File: config.mk
export PLATFORM = sky130hd
export DESIGN_NAME = pair_add_seq
export DESIGN_NICKNAME = d
export VERILOG_FILES = /design/src/rtl/pas_pkg.sv /design/src/rtl/pas_alu.sv /design/src/rtl/pas_seq.sv /design/src/rtl/pas_regs.sv /design/src/rtl/pair_add_seq.sv
export SDC_FILE = /design/constraint.sdc
export NUM_CORES = 1
export LEC_CHECK = 0
export ABC_CLOCK_PERIOD_IN_PS = 5900
export BUFFER_PORTS_ARGS = -buffer_cell sky130_fd_sc_hd__buf_2
export CAP_MARGIN = 30
export CORE_ASPECT_RATIO = 1.2
export CORE_MARGIN = 2
export CORE_UTILIZATION = 55
export DETAILED_ROUTE_END_ITERATION = 8
export PLACE_DENSITY = 0.76
export SLEW_MARGIN = 20
export SYNTH_ARGS = -nofsm -noshare
export SYNTH_HDL_FRONTEND = slang
export SYNTH_SLANG_ARGS = --single-unit
File: constraint.sdc
create_clock -name clk -period 5.9 [get_ports clk]
set_input_delay 0.885 -clock clk [delete_from_list [all_inputs] [get_ports clk]]
set_output_delay 0.885 -clock clk [all_outputs]
set_load 0.01 [all_outputs]
File: src/rtl/pas_pkg.sv
package pas_pkg;
   localparam int OP_W = 8;

   typedef enum logic [1:0] {
      PR_BC = 2'd0,
      PR_DE = 2'd1,
      PR_HL = 2'd2,
      PR_SP = 2'd3
   } pair_e;

   typedef enum logic [3:0] {
      SEL_B   = 4'd0,
      SEL_C   = 4'd1,
      SEL_D   = 4'd2,
      SEL_E   = 4'd3,
      SEL_H   = 4'd4,
      SEL_L   = 4'd5,
      SEL_A   = 4'd6,
      SEL_F   = 4'd7,
      SEL_SPH = 4'd8,
      SEL_SPL = 4'd9
   } rsel_e;

   function automatic logic is_pair_add(input logic [OP_W-1:0] op);
      return (op[7:6] == 2'b00) && (op[3:0] == 4'b1001);
   endfunction

   function automatic pair_e pair_of(input logic [OP_W-1:0] op);
      return pair_e'(op[5:4]);
   endfunction
endpackage

File: src/rtl/pas_alu.sv
module pas_alu #(
   parameter int DW     = 8,
   parameter int RIPPLE = 0
) (
   input  logic [DW-1:0] op_a,
   input  logic [DW-1:0] op_b,
   input  logic          cin,
   output logic [DW-1:0] sum,
   output logic          cout
);
   generate
      if (RIPPLE != 0) begin : g_ripple
         logic [DW:0] cc;
         assign cc[0] = cin;
         for (genvar i = 0; i < DW; i++) begin : g_bit
            assign sum[i]  = op_a[i] ^ op_b[i] ^ cc[i];
            assign cc[i+1] = (op_a[i] & op_b[i]) | (cc[i] & (op_a[i] ^ op_b[i]));
         end
         assign cout = cc[DW];
      end else begin : g_behav
         logic [DW:0] wide;
         assign wide = {1'b0, op_a} + {1'b0, op_b} + {{DW{1'b0}}, cin};
         assign sum  = wide[DW-1:0];
         assign cout = wide[DW];
      end
   endgenerate
endmodule

File: src/rtl/pas_seq.sv
module pas_seq #(
   parameter int OF_CYC = 4,
   parameter int BI_CYC = 3
) (
   input  logic clk,
   input  logic rst_n,
   input  logic go,
   output logic busy,
   output logic done,
   output logic bus_idle,
   output logic st_save,
   output logic st_lo,
   output logic st_hiop,
   output logic st_hi,
   output logic st_rest
);
   localparam int TOTAL = OF_CYC + 2 * BI_CYC;
   localparam int CW    = $clog2(TOTAL);
   localparam int S1    = OF_CYC;
   localparam int S2    = OF_CYC + BI_CYC;
   localparam int LAST  = TOTAL - 1;

   logic [CW-1:0] cnt;

   always_ff @(posedge clk) begin
      if (!rst_n) begin
         busy <= 1'b0;
         cnt  <= '0;
      end else if (!busy) begin
         if (go) begin
            busy <= 1'b1;
            cnt  <= '0;
         end
      end else if (cnt == CW'(LAST)) begin
         busy <= 1'b0;
      end else begin
         cnt <= cnt + 1'b1;
      end
   end

   assign done     = busy && (cnt == CW'(LAST));
   assign bus_idle = busy && (cnt >= CW'(S1));
   assign st_save  = busy && (cnt == CW'(S1));
   assign st_lo    = busy && (cnt == CW'(S1 + 1));
   assign st_hiop  = busy && (cnt == CW'(S2));
   assign st_hi    = busy && (cnt == CW'(S2 + 1));
   assign st_rest  = busy && (cnt == CW'(LAST));
endmodule

File: src/rtl/pas_regs.sv
module pas_regs
   import pas_pkg::*;
#(
   parameter int DW     = 8,
   parameter int CY_BIT = 0
) (
   input  logic          clk,
   input  logic          rst_n,
   input  logic          busy,
   input  logic          wr_en,
   input  logic [3:0]    wr_sel,
   input  logic [DW-1:0] wr_data,
   input  pair_e         pair,
   input  logic          st_save,
   input  logic          st_lo,
   input  logic          st_hiop,
   input  logic          st_hi,
   input  logic          st_rest,
   input  logic [DW-1:0] alu_sum,
   input  logic          alu_cout,
   output logic [DW-1:0] alu_a,
   output logic [DW-1:0] alu_b,
   output logic          alu_cin,
   output logic [DW-1:0] q_b,
   output logic [DW-1:0] q_c,
   output logic [DW-1:0] q_d,
   output logic [DW-1:0] q_e,
   output logic [DW-1:0] q_h,
   output logic [DW-1:0] q_l,
   output logic [DW-1:0] q_a,
   output logic [DW-1:0] q_f,
   output logic [2*DW-1:0] q_sp
);
   logic [DW-1:0] w_save, tmp;
   logic          cy_mid;
   logic [DW-1:0] src_lo, src_hi;

   always_comb begin
      case (pair)
         PR_BC:   begin src_lo = q_c;          src_hi = q_b;             end
         PR_DE:   begin src_lo = q_e;          src_hi = q_d;             end
         PR_HL:   begin src_lo = q_l;          src_hi = q_h;             end
         default: begin src_lo = q_sp[DW-1:0]; src_hi = q_sp[2*DW-1:DW]; end
      endcase
   end

   assign alu_a   = q_a;
   assign alu_b   = tmp;
   assign alu_cin = st_hi ? cy_mid : 1'b0;

   always_ff @(posedge clk) begin
      if (!rst_n) begin
         q_b <= '0; q_c <= '0; q_d <= '0; q_e <= '0;
         q_h <= '0; q_l <= '0; q_a <= '0; q_f <= '0;
         q_sp   <= '0;
         w_save <= '0;
         tmp    <= '0;
         cy_mid <= 1'b0;
      end else if (!busy) begin
         if (wr_en) begin
            case (wr_sel)
               SEL_B:   q_b <= wr_data;
               SEL_C:   q_c <= wr_data;
               SEL_D:   q_d <= wr_data;
               SEL_E:   q_e <= wr_data;
               SEL_H:   q_h <= wr_data;
               SEL_L:   q_l <= wr_data;
               SEL_A:   q_a <= wr_data;
               SEL_F:   q_f <= wr_data;
               SEL_SPH: q_sp[2*DW-1:DW] <= wr_data;
               SEL_SPL: q_sp[DW-1:0]    <= wr_data;
               default: ;
            endcase
         end
      end else begin
         if (st_save) begin
            w_save <= q_a;
            q_a    <= q_l;
            tmp    <= src_lo;
         end
         if (st_lo) begin
            q_l    <= alu_sum;
            cy_mid <= alu_cout;
         end
         if (st_hiop) begin
            q_a <= q_h;
            tmp <= src_hi;
         end
         if (st_hi) begin
            q_h         <= alu_sum;
            q_f[CY_BIT] <= alu_cout;
         end
         if (st_rest) begin
            q_a <= w_save;
         end
      end
   end
endmodule

File: src/rtl/pair_add_seq.sv
module pair_add_seq
   import pas_pkg::*;
#(
   parameter int DW     = 8,
   parameter int OF_CYC = 4,
   parameter int BI_CYC = 3,
   parameter int CY_BIT = 0,
   parameter int RIPPLE = 1
) (
   input  logic            clk,
   input  logic            rst_n,
   input  logic            start,
   input  logic [7:0]      opcode,
   input  logic            wr_en,
   input  logic [3:0]      wr_sel,
   input  logic [DW-1:0]   wr_data,
   output logic            busy,
   output logic            done,
   output logic            bus_idle,
   output logic [DW-1:0]   reg_b,
   output logic [DW-1:0]   reg_c,
   output logic [DW-1:0]   reg_d,
   output logic [DW-1:0]   reg_e,
   output logic [DW-1:0]   reg_h,
   output logic [DW-1:0]   reg_l,
   output logic [DW-1:0]   reg_a,
   output logic [DW-1:0]   reg_f,
   output logic [2*DW-1:0] reg_sp
);
   generate
      if (DW < 2) begin : g_bad_dw
         $error("pair_add_seq: DW must be at least 2");
      end
      if (OF_CYC < 2) begin : g_bad_of
         $error("pair_add_seq: OF_CYC must be at least 2");
      end
      if (BI_CYC < 2) begin : g_bad_bi
         $error("pair_add_seq: BI_CYC must be at least 2");
      end
      if (CY_BIT < 0 || CY_BIT >= DW) begin : g_bad_cy
         $error("pair_add_seq: CY_BIT must lie inside the flag byte");
      end
   endgenerate

   logic  accept;
   pair_e ir_pair;
   logic  st_save, st_lo, st_hiop, st_hi, st_rest;
   logic [DW-1:0] alu_a, alu_b, alu_sum;
   logic          alu_cin, alu_cout;

   assign accept = start && !busy && is_pair_add(opcode);

   always_ff @(posedge clk) begin
      if (!rst_n)      ir_pair <= PR_BC;
      else if (accept) ir_pair <= pair_of(opcode);
   end

   pas_seq #(.OF_CYC(OF_CYC), .BI_CYC(BI_CYC)) u_seq (
      .clk(clk), .rst_n(rst_n), .go(accept),
      .busy(busy), .done(done), .bus_idle(bus_idle),
      .st_save(st_save), .st_lo(st_lo), .st_hiop(st_hiop),
      .st_hi(st_hi), .st_rest(st_rest)
   );

   pas_alu #(.DW(DW), .RIPPLE(RIPPLE)) u_alu (
      .op_a(alu_a), .op_b(alu_b), .cin(alu_cin),
      .sum(alu_sum), .cout(alu_cout)
   );

   pas_regs #(.DW(DW), .CY_BIT(CY_BIT)) u_regs (
      .clk(clk), .rst_n(rst_n), .busy(busy),
      .wr_en(wr_en), .wr_sel(wr_sel), .wr_data(wr_data),
      .pair(ir_pair),
      .st_save(st_save), .st_lo(st_lo), .st_hiop(st_hiop),
      .st_hi(st_hi), .st_rest(st_rest),
      .alu_sum(alu_sum), .alu_cout(alu_cout),
      .alu_a(alu_a), .alu_b(alu_b), .alu_cin(alu_cin),
      .q_b(reg_b), .q_c(reg_c), .q_d(reg_d), .q_e(reg_e),
      .q_h(reg_h), .q_l(reg_l), .q_a(reg_a), .q_f(reg_f),
      .q_sp(reg_sp)
   );
endmodule

* Yosys cells after proc, flatten, opt, wreduce, memory -nomap -nowiden
Cells that the tools add are included.
** Operators by class
- Add/sub/neg operators :: 1
- Magnitude comparators :: 1
- Equality and inequality tests :: 21
- Multiplexer cells :: 29
- Bitwise operators :: 41
- Reductions and logical operators :: 35
** Operators by type and width (count)
- 8-bit 2-to-1 mux :: 16
- 8-bit one-hot mux with 3 select lines :: 2
- 3-bit AND reduction :: 11
- 4-bit by 3-bit == test with 1-bit output, second input constant :: 7
- 4-bit == test, second input constant :: 5
- 1-bit bitwise AND :: 16
- 1-bit bitwise XOR :: 16
- 2-bit nonzero test :: 7
- 4-bit 2-to-1 mux :: 3
- 1-bit logical AND :: 9
- 4-bit by 2-bit == test with 1-bit output, second input constant :: 2
- 1-bit 2-to-1 mux :: 8
- 1-bit OR :: 8
- 2-bit AND reduction :: 4
- 4-bit by 1-bit adder with 4-bit output, second input constant :: 1
- 4-bit by 1-bit == test with 1-bit output, second input constant :: 1
- 4-bit by 3-bit >= comparator with 1-bit output, second input constant :: 1
- 2-bit zero test :: 2
- 4-bit zero test :: 1
- 2-bit inequality test, second input constant :: 2
- 4-bit inequality test, second input constant :: 1
- 2-bit by 1-bit == test with 1-bit output, second input constant :: 1
- 2-bit == test, second input constant :: 1
- 2-bit by 1-bit inequality test with 1-bit output, second input constant :: 1
- other kinds (2) :: 2
** Word-level totals
- Register bits :: 104
- Input bits :: 24
- Output and inout bits :: 83

* Logic depth before layout (Yosys ltp)
Gate-level depths: netlist (run 1).
- Depth after elaboration :: 21
- Depth in mapped cells :: 18

* Hierarchy
Synthesis (run 1) repeated with hierarchy kept, for this count alone.
** Unflattened totals
- Cell total of the unflattened synthesis :: 581
- Area, all modules :: 5487.8 µm²
** Modules (own cells, without submodules)
- pas_regs :: instances 1, cells each 508, area each 4828.4 µm²
- pas_seq :: instances 1, cells each 43, area each 357.8 µm²
- pas_alu :: instances 1, cells each 18, area each 197.7 µm²
- pair_add_seq :: instances 1, cells each 12, area each 103.8 µm²

* Worst setup path before layout (run 1)
No wires, ideal clock.
- Kind :: flip-flop to flip-flop
- Start :: register u_seq.cnt[0]
- End :: register u_regs.q_l[7]
- Data arrival time :: 4.161 ns
- Data required time :: 5.830 ns
- Setup slack :: 1.669 ns
- Stages on the path, launching flop included :: 19
- Path buffers :: 0
- Clock period less this slack :: 4.231 ns
- Cells stage by stage :: dfxtp_1 inv_1 ha_1 nand4b_4 nor2_1 fa_1 fa_1 fa_1 fa_1 fa_1 inv_1 fa_1 inv_1 fa_1 inv_1 fa_1 a21oi_2 nand3_1 a21oi_1
** Between the ends
- Word-level cells in the longest chain between the ends :: 20
- Elaborated cells between the ends (all ways) :: 24
- Classes of those cells :: eq/ne: 3; mux: 3; bitwise: 15; reduce/logical: 3
** Ends and longest elaborated chain
- start, declared :: RTL line pas_seq.sv:23 : logic [CW-1:0] cnt;
- start signal, assigned :: RTL line pas_seq.sv:37 : cnt <= cnt + 1'b1;
- 4-bit == test :: RTL line pas_seq.sv:46 : assign st_hi = busy && (cnt == CW'(S2 + 1));
- 1-bit logical AND :: RTL line pas_seq.sv:46
- 1-bit 2-to-1 mux :: RTL line pas_regs.sv:49 : assign alu_cin = st_hi ? cy_mid : 1'b0;
- 1-bit bitwise AND :: RTL line pas_alu.sv:17 : assign cc[i+1] = (op_a[i] & op_b[i]) | (cc[i] & (op_a[i] ^ op_b[i]));
- 1-bit OR :: RTL line pas_alu.sv:17
- 1-bit bitwise AND :: RTL line pas_alu.sv:17
- 1-bit OR :: RTL line pas_alu.sv:17
- 1-bit bitwise AND :: RTL line pas_alu.sv:17
- [4 not listed]
- 1-bit OR :: RTL line pas_alu.sv:17
- 1-bit bitwise AND :: RTL line pas_alu.sv:17
- 1-bit OR :: RTL line pas_alu.sv:17
- 1-bit bitwise AND :: RTL line pas_alu.sv:17
- 1-bit OR :: RTL line pas_alu.sv:17
- 1-bit bitwise XOR :: RTL line pas_alu.sv:16 : assign sum[i] = op_a[i] ^ op_b[i] ^ cc[i];
- 8-bit 2-to-1 mux :: RTL line pas_regs.sv:81 : if (st_lo) begin
- 8-bit 2-to-1 mux :: RTL line pas_regs.sv:59 : end else if (!busy) begin
- end signal, assigned :: RTL line pas_regs.sv:67 : SEL_L: q_l <= wr_data;
- end signal, assigned :: RTL line pas_regs.sv:82 : q_l <= alu_sum;
- end, declared :: RTL line pas_regs.sv:29 : output logic [DW-1:0] q_l,
Several ways; a longest one is shown, not always the timed one. The select of a mux whose other input is x is not followed.
A chain may end at the register's enable or synchronous reset.

* Worst setup path after layout (run 1)
- Start :: register u_seq.busy
- End :: register u_regs.q_l[7]
** Between the ends
- Word-level cells in the longest chain between the ends :: 19
- Elaborated cells between the ends (all ways) :: 24
- Classes of those cells :: eq/ne: 1; mux: 3; bitwise: 15; reduce/logical: 5
** Ends and longest elaborated chain
- start, declared :: RTL line pas_seq.sv:8 : output logic busy,
- start signal, assigned :: RTL line pas_seq.sv:27 : busy <= 1'b0;
- start signal, assigned :: RTL line pas_seq.sv:31 : busy <= 1'b1;
- start signal, assigned :: RTL line pas_seq.sv:35 : busy <= 1'b0;
- 1-bit logical AND :: RTL line pas_seq.sv:46
- 1-bit 2-to-1 mux :: RTL line pas_regs.sv:49
- 1-bit bitwise AND :: RTL line pas_alu.sv:17
- 1-bit OR :: RTL line pas_alu.sv:17
- 1-bit bitwise AND :: RTL line pas_alu.sv:17
- 1-bit OR :: RTL line pas_alu.sv:17
- 1-bit bitwise AND :: RTL line pas_alu.sv:17
- 1-bit OR :: RTL line pas_alu.sv:17
- [3 not listed]
- 1-bit OR :: RTL line pas_alu.sv:17
- 1-bit bitwise AND :: RTL line pas_alu.sv:17
- 1-bit OR :: RTL line pas_alu.sv:17
- 1-bit bitwise AND :: RTL line pas_alu.sv:17
- 1-bit OR :: RTL line pas_alu.sv:17
- 1-bit bitwise XOR :: RTL line pas_alu.sv:16
- 8-bit 2-to-1 mux :: RTL line pas_regs.sv:81
- 8-bit 2-to-1 mux :: RTL line pas_regs.sv:59
Several ways; a longest one is shown, not always the timed one. The select of a mux whose other input is x is not followed.

==> flow_summary.json, run 1 <==
{
  "status": "complete, no violations",
  "placed_area_mm2": 0.00562,
  "irDropWorstVdd_uv": 171,
  "grt_antenna_before_repair": 0,
  "relSlewSlack": 0.350,
  "die_y_um": 110,
  "whs_path_depth": 2,
  "place_hpwl_um": 10100,
  "die_area_mm2": 0.0102,
  "finalSetupTns_ns": 0,
  "ant_nets": 0,
  "routabilityCongestion": 0.858,
  "min_from": "u_regs.w_save[4]$_SDFFE_PN0P_",
  "antenna_cells": 0,
  "insertion_delay_ns": 0.37,
  "synth_nets": 591,
  "drc": 0,
  "synth_ff_type": "dfxtp_1",
  "wire_per_inst_um": 18.3,
  "num_rows": 38,
  "r2r_slack_ns": 1.24,
  "mostFrequentLayoutCell": "buf_2",
  "top_register": "u_regs.q_sp",
  "cts_buffer_depth": 2,
  "core_area_mm2": 0.00913,
  "initial_core_util": 0.568,
  "required_ns": 6.20,
  "critPathMaxFanout": 43,
  "viasPerCell": 5.92,
  "grt_pass1_vias": 4345,
  "slew_violations": 0,
  "clock_skew_ns": 0.00897,
  "critPathLaunchType": "register",
  "report.final.setup_viol": 0,
  "grt.overflow.total": 0,
  "io_buffers": 106,
  "num_vias": 4474,
  "crit_path_start": "u_seq.busy$_SDFF_PN0_",
  "worstMarginPinSlew_ns": 0.974,
  "r2r_start": "u_seq.busy$_SDFF_PN0_",
  "synth-seq-cells": 104,
  "synth_edf_count": 0,
  "h-tree-depth": 3,
  "largest_reg_flops": 16,
  "final_area_mm2": 0.00579,
  "seq_area_frac_synth": 0.402,
  "postCtsResizedCells": 0,
  "syn_area_per_cell_um2": 9.33,
  "cts_buffers": 9,
  "path_class": "reg2reg",
  "endpoint": "u_regs.q_l[7]$_SDFFE_PN0P_",
  "fin_crit_ns": 4.66,
  "cts_root_buffer": "clkbuf_8",
  "dr.pass1.iters": 5,
  "hold_class": "reg2reg",
  "tritoncts": "built",
  "grt_usage": 0.277,
  "p_leak_nw": 2.32,
  "cts_sinks": 104,
  "worstSetupEndpointType": "register",
  "fmax_mhz": 215,
  "yosysUniqueCellTypes": 56,
  "clk_pin_slew_ns": 0.10,
  "grt_max_degree": 88,
  "cp_data_arrival_time_ns": 4.96,
  "die_w_um": 92.6,
  "fillers": 812,
  "yosysWarningCount": 0,
  "rsz0062_at_grt": "no",
  "synthCells": 556,
  "r2r-end": "u_regs.q_l[7]$_SDFFE_PN0P_",
  "drtIter0Drc": 297,
  "holdBufCountCts": 0,
  "synthArstFlopShare": 0,
  "post_cts_buffers": 0,
  "power_density_mw_per_mm2": 212,
  "pin_count": 107,
  "drive_gt1_frac": 0.261,
  "reg2reg_depth": 16,
  "routed_wl_um": 13800,
  "netlist_area_mm2": 0.00518,
  "maxCapViolCount": 0,
  "nets": 667,
  "area_growth_pct": 11.7,
  "grt_pass1_wl_um": 22100,
  "final_cell_mix": "buf_2 (106), dfxtp_1 (103), nand2_1 (78), a21oi_1 (61), nor2_1 (53)",
  "hold_violations": 0,
  "post-route-period-util": 0.789
}
-- per-stage QoR --
stage	utilization	setup WS [ns]	instances	total power, W	hold slack (ns)
after detailed placement	0.615	1.28	741	0.000825	0.453
after global placement	0.614	1.45	740	0.000823	0.444
final	0.634	1.24	756	0.00123	0.464
after global routing	0.634	0.981	756	0.00126	0.489
after CTS	0.634	1.26	756	0.00123	0.464
after floorplan	-	1.67	556	0.000794	0.437
-- layout make-up --
| cell class | count | area, um2 | area share |
|---|---|---|---|
| Multi-Input combinational cell | 387 | 2740 | 0.473 |
| Clock buffer | 13 | 159 | 0.0274 |
| Sequential cell | 104 | 2080 | 0.360 |
| Timing Repair Buffer | 111 | 576 | 0.0994 |
| Inverter | 19 | 71.3 | 0.0123 |
| Tap cell | 120 | 150 | 0.0259 |
| Clock inverter | 2 | 15.0 | 0.00259 |
-- layer usage --
metal  GRT usage  part of all wire  vias to the layer above
met1       0.352              0.40                     2154
met3      0.0551             0.079                       30
met4       0.125             0.024                        0
li1            -                 -                     2104
met2       0.461              0.49                      186
met5           0                 0                        -
-- synthesized netlist by cell type (2+ instances only) --
| cell | number | area share |
|---|---|---|
| nor3_1 | 16 | 0.015 |
| buf_6 | 3 | 0.0065 |
| a32oi_1 | 7 | 0.012 |
| inv_1 | 18 | 0.013 |
| nand2_1 | 78 | 0.056 |
| o21ai_1 | 2 | 0.0019 |
| clkbuf_8 | 4 | 0.011 |
| o21ai_0 | 11 | 0.011 |
| nor4b_2 | 2 | 0.0058 |
| and2_1 | 2 | 0.0024 |
| mux2i_1 | 34 | 0.066 |
| nor2b_1 | 3 | 0.0036 |
| mux4_2 | 16 | 0.069 |
| fa_1 | 8 | 0.031 |
| o221a_1 | 7 | 0.015 |
| and3_1 | 2 | 0.0024 |
| a211oi_1 | 9 | 0.013 |
| nand3b_1 | 2 | 0.0029 |
| nand2b_1 | 3 | 0.0036 |
| o31ai_4 | 2 | 0.0082 |
| nand4b_4 | 2 | 0.0092 |
| a211oi_2 | 4 | 0.0097 |
| buf_4 | 8 | 0.012 |
| buf_2 | 10 | 0.0097 |
| a21oi_1 | 61 | 0.059 |
| nor2_2 | 2 | 0.0024 |
| nor2_1 | 53 | 0.038 |
| dfxtp_1 | 104 | 0.40 |
| or3_1 | 2 | 0.0024 |
| nand3_1 | 35 | 0.034 |
| clkbuf_1 | 18 | 0.013 |
| ha_1 | 3 | 0.0072 |
| a21oi_2 | 2 | 0.0034 |
-- critical path, stage by stage (launching register included) --
cell,delay [ns]
dfxtp_2,0.63
nand4b_4,0.27
nor2_1,0.08
fa_1,0.40
fa_1,0.39
fa_1,0.42
fa_1,0.42
fa_1,0.38
inv_1,0.08
fa_1,0.16
inv_1,0.05
fa_1,0.35
inv_1,0.10
fa_1,0.43
a21oi_2,0.17
nand3_1,0.11
a21oi_1,0.15
-- worst min path at each step --
stage	endpoint	slack (ns)
2_1_floorplan	u_regs.w_save[0]$_SDFFE_PN0P_	0.44
3_3_place_gp	u_regs.w_save[5]$_SDFFE_PN0P_	0.44
3_5_place_dp	u_regs.w_save[1]$_SDFFE_PN0P_	0.45
4_1_cts	u_regs.w_save[1]$_SDFFE_PN0P_	0.46
5_1_grt	u_regs.w_save[2]$_SDFFE_PN0P_	0.49
6_report	u_regs.w_save[4]$_SDFFE_PN0P_	0.46
-- where the power goes --
| part | internal [W] | switching [W] |
|---|---|---|
| Sequential | 0.000710 | 0.00000994 |
| Combinational | 0.0000312 | 0.0000592 |
| Clock | 0.000175 | 0.000242 |
-- kinds of logic (layout without fill, tap and decap cells) --
group	count (synthesis)	count (layout)	synth area share
AO/OA/AOI/OAI	112	112	0.146
multiplexers	51	51	0.137
AND/OR/NAND/NOR	213	213	0.206
flip-flops	104	104	0.402
buffers and inverters	65	145	0.0707
adder cells (fa/ha/maj)	11	11	0.0381
(Power assumes the default switching activity.)
==> inputs of run 2 (changes only) <==
- ABC_AREA: unset -> 1
- ABC_CLOCK_PERIOD_IN_PS: 5900 -> 4700
- clock period: 5.9 -> 4.7 ns (I/O delays scaled with it)
==> run 2 against run 1 <==
Net effect: maximum frequency increased by 3.6%; critical path depth grew 4; sequential power rose by 26%; via count up 17%; worst hold slack improved by 0.010 ns; global-route usage grew 3.7 points; largest cell class unchanged; sequential share of layout area fell by 0.58 points; combinational power grew 39%; first-iteration DRC count is 26% higher.
==> flow_summary.json, run 2 <==
{
  "status": "complete, no violations",
  "final_cell_mix": "nand2_1 (171), buf_2 (106), dfxtp_1 (102), nor2_1 (96), inv_1 (85)",
  "min_from": "u_regs.cy_mid$_SDFFE_PN0P_",
  "relSlewSlack": 0.354,
  "synth_edf_count": 0,
  "synth_top_family_by_area": "simple AND/OR/NAND/NOR gates",
  "core_area_mm2": 0.00908,
  "cts_buffers": 9,
  "synth_compound_area_frac": 0.164,
  "synth_ff_type": "dfxtp_1",
  "viasPerCell": 5.39,
  "fin_crit_ns": 4.49,
  "switching_share": 0.268,
  "combPwrFrac": 0.081,
  "reg2reg_depth": 20,
  "num_rows": 38,
  "tritoncts": "built",
  "required_ns": 5.03,
  "critPathLaunchType": "register",
  "synthAdderAreaFrac": 0.0384,
  "die_area_mm2": 0.0102,
  "synth-simple-area-share": 0.292,
  "yosys.area.top_type": "dfxtp_1",
  "grt_usage": 0.315,
  "critPathMaxFanout": 5,
  "die_y_um": 110,
  "clkPwrFrac": 0.336,
  "rsz0062_at_grt": "no",
  "h-tree-depth": 3,
  "post_cts_buffers": 0,
  "yosysUniqueCellTypes": 30,
  "finalSetupTns_ns": 0,
  "synthTopCellsByArea": "dfxtp_1 (40%), nand2_1 (12%), o21ai_0 (8.2%)",
  "synthMuxAreaShare": 0,
  "report.final.setup_viol": 0,
  "routed_wl_um": 15500,
  "hold_violations": 0,
  "cts_root_buffer": "clkbuf_8",
  "fillers": 867,
  "mostFrequentLayoutCell": "nand2_1",
  "path_class": "reg2reg",
  "drtIter0Drc": 375,
  "r2r-end": "u_regs.q_h[7]$_SDFFE_PN0P_",
  "placed_cells": 954,
  "area_growth_pct": 14.3,
  "die_w_um": 92.4,
  "postCtsResizedCells": 0,
  "ant_nets": 0,
  "synth-seq-cells": 104,
  "synth-xor-area-share": 0.00340,
  "nets": 880,
  "grt_pass1_vias": 4866,
  "yosysWarningCount": 0,
  "io_buffers": 106,
  "netlist_area_mm2": 0.00515,
  "grt_pass1_wl_um": 24600,
  "grt_antenna_before_repair": 0,
  "slew_violations": 0,
  "yosysTopAreaCellShare": 0.404,
  "seqPwrFrac": 0.583,
  "pin_count": 107,
  "top_register": "u_regs.q_sp",
  "cts_buffer_depth": 2,
  "insertion_delay_ns": 0.38,
  "initial_core_util": 0.567,
  "cts_sinks": 104,
  "p_leak_nw": 2.78,
  "synthArstFlopShare": 0,
  "maxCapViolCount": 0,
  "place_hpwl_um": 11500,
  "routabilityCongestion": 0.928,
  "power.switching_w": 0.000417,
  "fin_cells": 969,
  "p_int_w": 0.00114,
  "r2r_start": "u_seq.cnt[0]$_SDFFE_PN0P_",
  "drc": 0,
  "fmax_mhz": 222,
  "clk_pin_slew_ns": 0.10,
  "worstMarginPinSlew_ns": 0.965,
  "holdPathEnd": "u_regs.cy_mid$_SDFFE_PN0P_",
  "largest_reg_flops": 16,
  "synth_common_cells": "nand2_1 (171), dfxtp_1 (104), nor2_1 (96)",
  "synth_nets": 787,
  "dr.pass1.iters": 5,
  "grt_max_degree": 73,
  "num_vias": 5227,
  "drive_gt1_frac": 0.177,
  "cp_data_arrival_time_ns": 4.82,
  "post-route-period-util": 0.956,
  "worstSetupEndpointType": "register",
  "clock_skew_ns": 0.0105,
  "yosysMostFrequentCell": "nand2_1",
  "wire_per_inst_um": 16.0,
  "syn_area_per_cell_um2": 6.85,
  "grt.overflow.total": 0,
  "irDropWorstVdd_uv": 186,
  "holdBufCountCts": 0,
  "seq_area_frac_synth": 0.404,
  "synthCells": 752,
  "antenna_cells": 0,
  "whs_path_depth": 2,
  "r2r_slack_ns": 0.21,
  "hold_class": "reg2reg",
  "power_density_mw_per_mm2": 264
}
-- run 2: changes by cell type after synthesis, moves of 8 or more --
cell	delta
mux4_2	-16
mux2i_1	-34
nand3_1	+30
a21oi_1	+19
nand2_1	+93
o21ai_0	+73
nor3_1	-16
nor2_1	+43
inv_1	+67
a211oi_1	-9
clkbuf_1	-8
-- run 2: how the worst max path moves through the flow --
stage / from / slack, ns / endpoint / depth (start not counted)
global route: u_seq.cnt[0]$_SDFFE_PN0P_ / 0.01 / u_regs.q_h[7]$_SDFFE_PN0P_ / 20
finish: u_seq.cnt[0]$_SDFFE_PN0P_ / 0.21 / u_regs.q_h[7]$_SDFFE_PN0P_ / 20
floorplan: u_seq.cnt[0]$_SDFFE_PN0P_ / 0.48 / u_regs.q_h[7]$_SDFFE_PN0P_ / 20
detailed placement: u_seq.cnt[0]$_SDFFE_PN0P_ / 0.11 / u_regs.q_h[7]$_SDFFE_PN0P_ / 20
global placement: u_seq.cnt[0]$_SDFFE_PN0P_ / 0.28 / u_regs.q_h[7]$_SDFFE_PN0P_ / 20
CTS: u_seq.cnt[0]$_SDFFE_PN0P_ / 0.1 / u_regs.q_h[7]$_SDFFE_PN0P_ / 20
-- run 2: cells by family (layout without fill, tap and decap cells) --
family                   count (synthesis)  after routing
AO/OA/AOI/OAI                          166            166
XOR/XNOR                                 2              2
adder cells (fa/ha/maj)                 11             11
buffers and inverters                  119            216
flip-flops                             104            104
AND/OR/NAND/NOR                        350            350
-- run 2: metal layers --
metal	vias to the layer above	share of wire	track usage	wire length [um]
li1	2582	-	-	-
met1	2353	0.41	0.403	6420
met2	256	0.48	0.527	7450
met3	36	0.073	0.0401	1140
met4	0	0.033	0.158	515
met5	-	0	0	0
-- run 2: final cells by class --
type	instances	area [um2]	area share
multi-input cells	529	2560	0.435
clock buffers	11	141	0.0240
clock inverters	4	31.3	0.00531
repair buffers	110	568	0.0965
well taps	120	150	0.0255
flip-flops and latches	104	2080	0.354
inverters	91	349	0.0593
-- run 2: power by group through the flow --
stage	Sequential (W)	Combinational (W)	Clock, W
finish	0.000908	0.000126	0.000523
global route	0.000909	0.000140	0.000550
CTS	0.000907	0.000125	0.000522
detailed placement	0.000928	0.000125	0
global placement	0.000927	0.000121	0
floorplan	0.000931	0.0000652	0
-- run 2: critical path: stages, from the launching register on --
cell,delay (ns)
dfxtp_2,0.38
inv_1,0.07
ha_1,0.19
nand2_1,0.08
inv_1,0.05
nand2_1,0.13
nor2_1,0.08
fa_1,0.39
fa_1,0.41
fa_1,0.40
fa_1,0.39
fa_1,0.36
inv_1,0.07
fa_1,0.16
inv_1,0.05
fa_1,0.36
inv_1,0.09
fa_1,0.41
o21ai_1,0.19
nor2_1,0.08
nor2_1,0.11
-- run 2: per-stage QoR --
stage	setup slack (ns)	util	instance area, um2	hold slack, ns	total power, W
after floorplan	0.480	-	5150	0.425	0.000996
after global placement	0.278	0.627	5700	0.440	0.00105
after detailed placement	0.114	0.629	5710	0.449	0.00105
after CTS	0.0993	0.648	5890	0.464	0.00155
after global routing	0.0149	0.648	5890	0.499	0.00160
final	0.205	0.648	5890	0.474	0.00156
==> inputs of run 3 (changes only) <==
- CORE_ASPECT_RATIO: 1.2 -> 1.25
- CORE_UTILIZATION: 55 -> 57
- CTS_BUF_LIST: unset -> sky130_fd_sc_hd__clkbuf_2
- PLACE_DENSITY: 0.76 -> 0.79
==> run 3 against run 2 <==
Net effect: global-route usage grew 0.32 points; largest cell class unchanged; total power fell by 11%; sequential share of layout area up 0.43 points.
==> flow_summary.json, run 3 (synthesized netlist as in run 2, its figures left out) <==
{
  "status": "complete, no violations",
  "p_total_w": 0.00139,
  "path_class": "reg2reg",
  "drtIter0Drc": 425,
  "cp_data_arrival_time_ns": 4.96,
  "maxCapViolCount": 0,
  "crit_top_cell": "fa_1",
  "hold_violations": 0,
  "die_y_um": 110,
  "final_cell_mix": "nand2_1 (170), buf_2 (106), dfxtp_1 (102), nor2_1 (96), inv_1 (85)",
  "wire_per_inst_um": 15.7,
  "largest_reg_flops": 16,
  "irDropWorstVdd_uv": 144,
  "num_vias": 5232,
  "drc": 0,
  "cts_buffers": 9,
  "relSlewSlack": 0.540,
  "crit_path_start": "u_seq.cnt[0]$_SDFFE_PN0P_",
  "grt_usage": 0.318,
  "fmax_mhz": 226,
  "routabilityCongestion": 0.954,
  "min_from": "opcode[5]",
  "clock_skew_ns": 0.0220,
  "area_growth_pct": 13.0,
  "top_register": "u_regs.q_sp",
  "layout_setup_ws_ns": 0.266,
  "place_ws_ns": 0.164,
  "dr.pass1.iters": 5,
  "routed_wl_um": 15200,
  "mostFrequentLayoutCell": "nand2_1",
  "grt_pass1_wl_um": 23700,
  "fillers": 856,
  "p_leak_nw": 2.77,
  "clk_pin_slew_ns": 0.26,
  "antenna_cells": 0,
  "drive_gt1_frac": 0.182,
  "finalSetupTns_ns": 0,
  "path_cells": "inv_1, ha_1, nand2_1, inv_1, nand2_2, nor2_1, fa_1, fa_2, fa_1, fa_1, fa_1, inv_1, fa_1, inv_1, fa_1, inv_1, fa_1, o21ai_2, nor2_1, nor2_1",
  "ant_nets": 0,
  "hold_class": "in2reg",
  "r2r_start": "u_seq.cnt[0]$_SDFFE_PN0P_",
  "die_w_um": 89.0,
  "final_area_mm2": 0.00582,
  "cts_sinks": 104,
  "worstMarginPinSlew_ns": 0.689,
  "max_stage_delay_ns": 0.43,
  "post-route-period-util": 0.943,
  "multi_input_area_mm2": 0.00257,
  "insertion_delay_ns": 0.59,
  "power_density_mw_per_mm2": 239,
  "grt.overflow.total": 0,
  "placed_area_mm2": 0.00571,
  "tritoncts": "built",
  "nets": 883,
  "critPathBufInv": 5,
  "rsz0062_at_grt": "no",
  "fin_crit_ns": 4.43,
  "required_ns": 5.23,
  "slew_violations": 0,
  "cts_root_buffer": "clkbuf_2",
  "grt_pass1_vias": 4768,
  "crit_family": "adder cells",
  "crit_slowest_cell": "dfxtp_4",
  "grt_antenna_before_repair": 0,
  "ff_latch_area_mm2": 0.00209,
  "grt_max_degree": 73,
  "cts_buffer_depth": 2,
  "num_rows": 38,
  "die_area_mm2": 0.00982,
  "viasPerCell": 5.38,
  "critPathMaxFanout": 5,
  "place_hpwl_um": 11300,
  "report.final.setup_viol": 0,
  "initial_core_util": 0.589,
  "h-tree-depth": 3,
  "pin_count": 107,
  "worstSetupEndpointType": "register",
  "critPathLaunchType": "register",
  "core_area_mm2": 0.00875,
  "io_buffers": 106
}
run 3: cell count changes in the layout (fill, tap and decap cells not counted), moves of 2 or more:
cell        change
clkbuf_2       +10
clkinvlp_4      -2
clkbuf_8       -10
buf_4           +3
clkinv_2        +2
clkinv_1        +2
run 3: area by class of cell:
type / instances / area share
multi-input combinational: 529 / 0.442
inverter: 91 / 0.0599
clock inverter: 5 / 0.00430
timing repair buffer: 113 / 0.101
tap: 120 / 0.0258
sequential: 104 / 0.358
clock buffer: 10 / 0.00859
run 3: tightest hold or removal path: stages:
cell,delay (ns)
buf_2,0.07
o21ai_0,0.10
a21oi_1,0.12
run 3: per-stage QoR:
step                      utilization  cells  hold slack, ns
final                           0.666    972           0.428
after global routing            0.666    972           0.426
after CTS                       0.661    968           0.428
after detailed placement        0.652    953           0.445
after global placement          0.650    952           0.440
after floorplan                     -    752           0.425
run 3: worst paths after layout:
check,depth (start not counted),end,slack (ns)
worst min-delay path,3,ir_pair[1]$_SDFFE_PN0P_,0.43
worst max register to register,20,u_regs.q_l[7]$_SDFFE_PN0P_,0.27
worst max-delay path,20,u_regs.q_l[7]$_SDFFE_PN0P_,0.27
worst min register to register,2,u_regs.w_save[7]$_SDFFE_PN0P_,0.47
run 3: power by group:
group,internal (W),switching [W]
Combinational,0.0000399,0.0000873
Clock,0.0000636,0.000287
Sequential,0.000899,0.0000129
Total,0.00100,0.000387
run 3: metal layers:
metal,GRT usage,routed length [um]
met5,0,0
met1,0.412,6250
met4,0.138,449
met3,0.0603,1190
met2,0.515,7340
run 3: timing repair:
action,CTS,global route
gates resized for setup,0,7
endpoints found under the hold margin,0,0
endpoints found under the setup margin,0,2
setup buffers,0,2
hold buffers,0,0
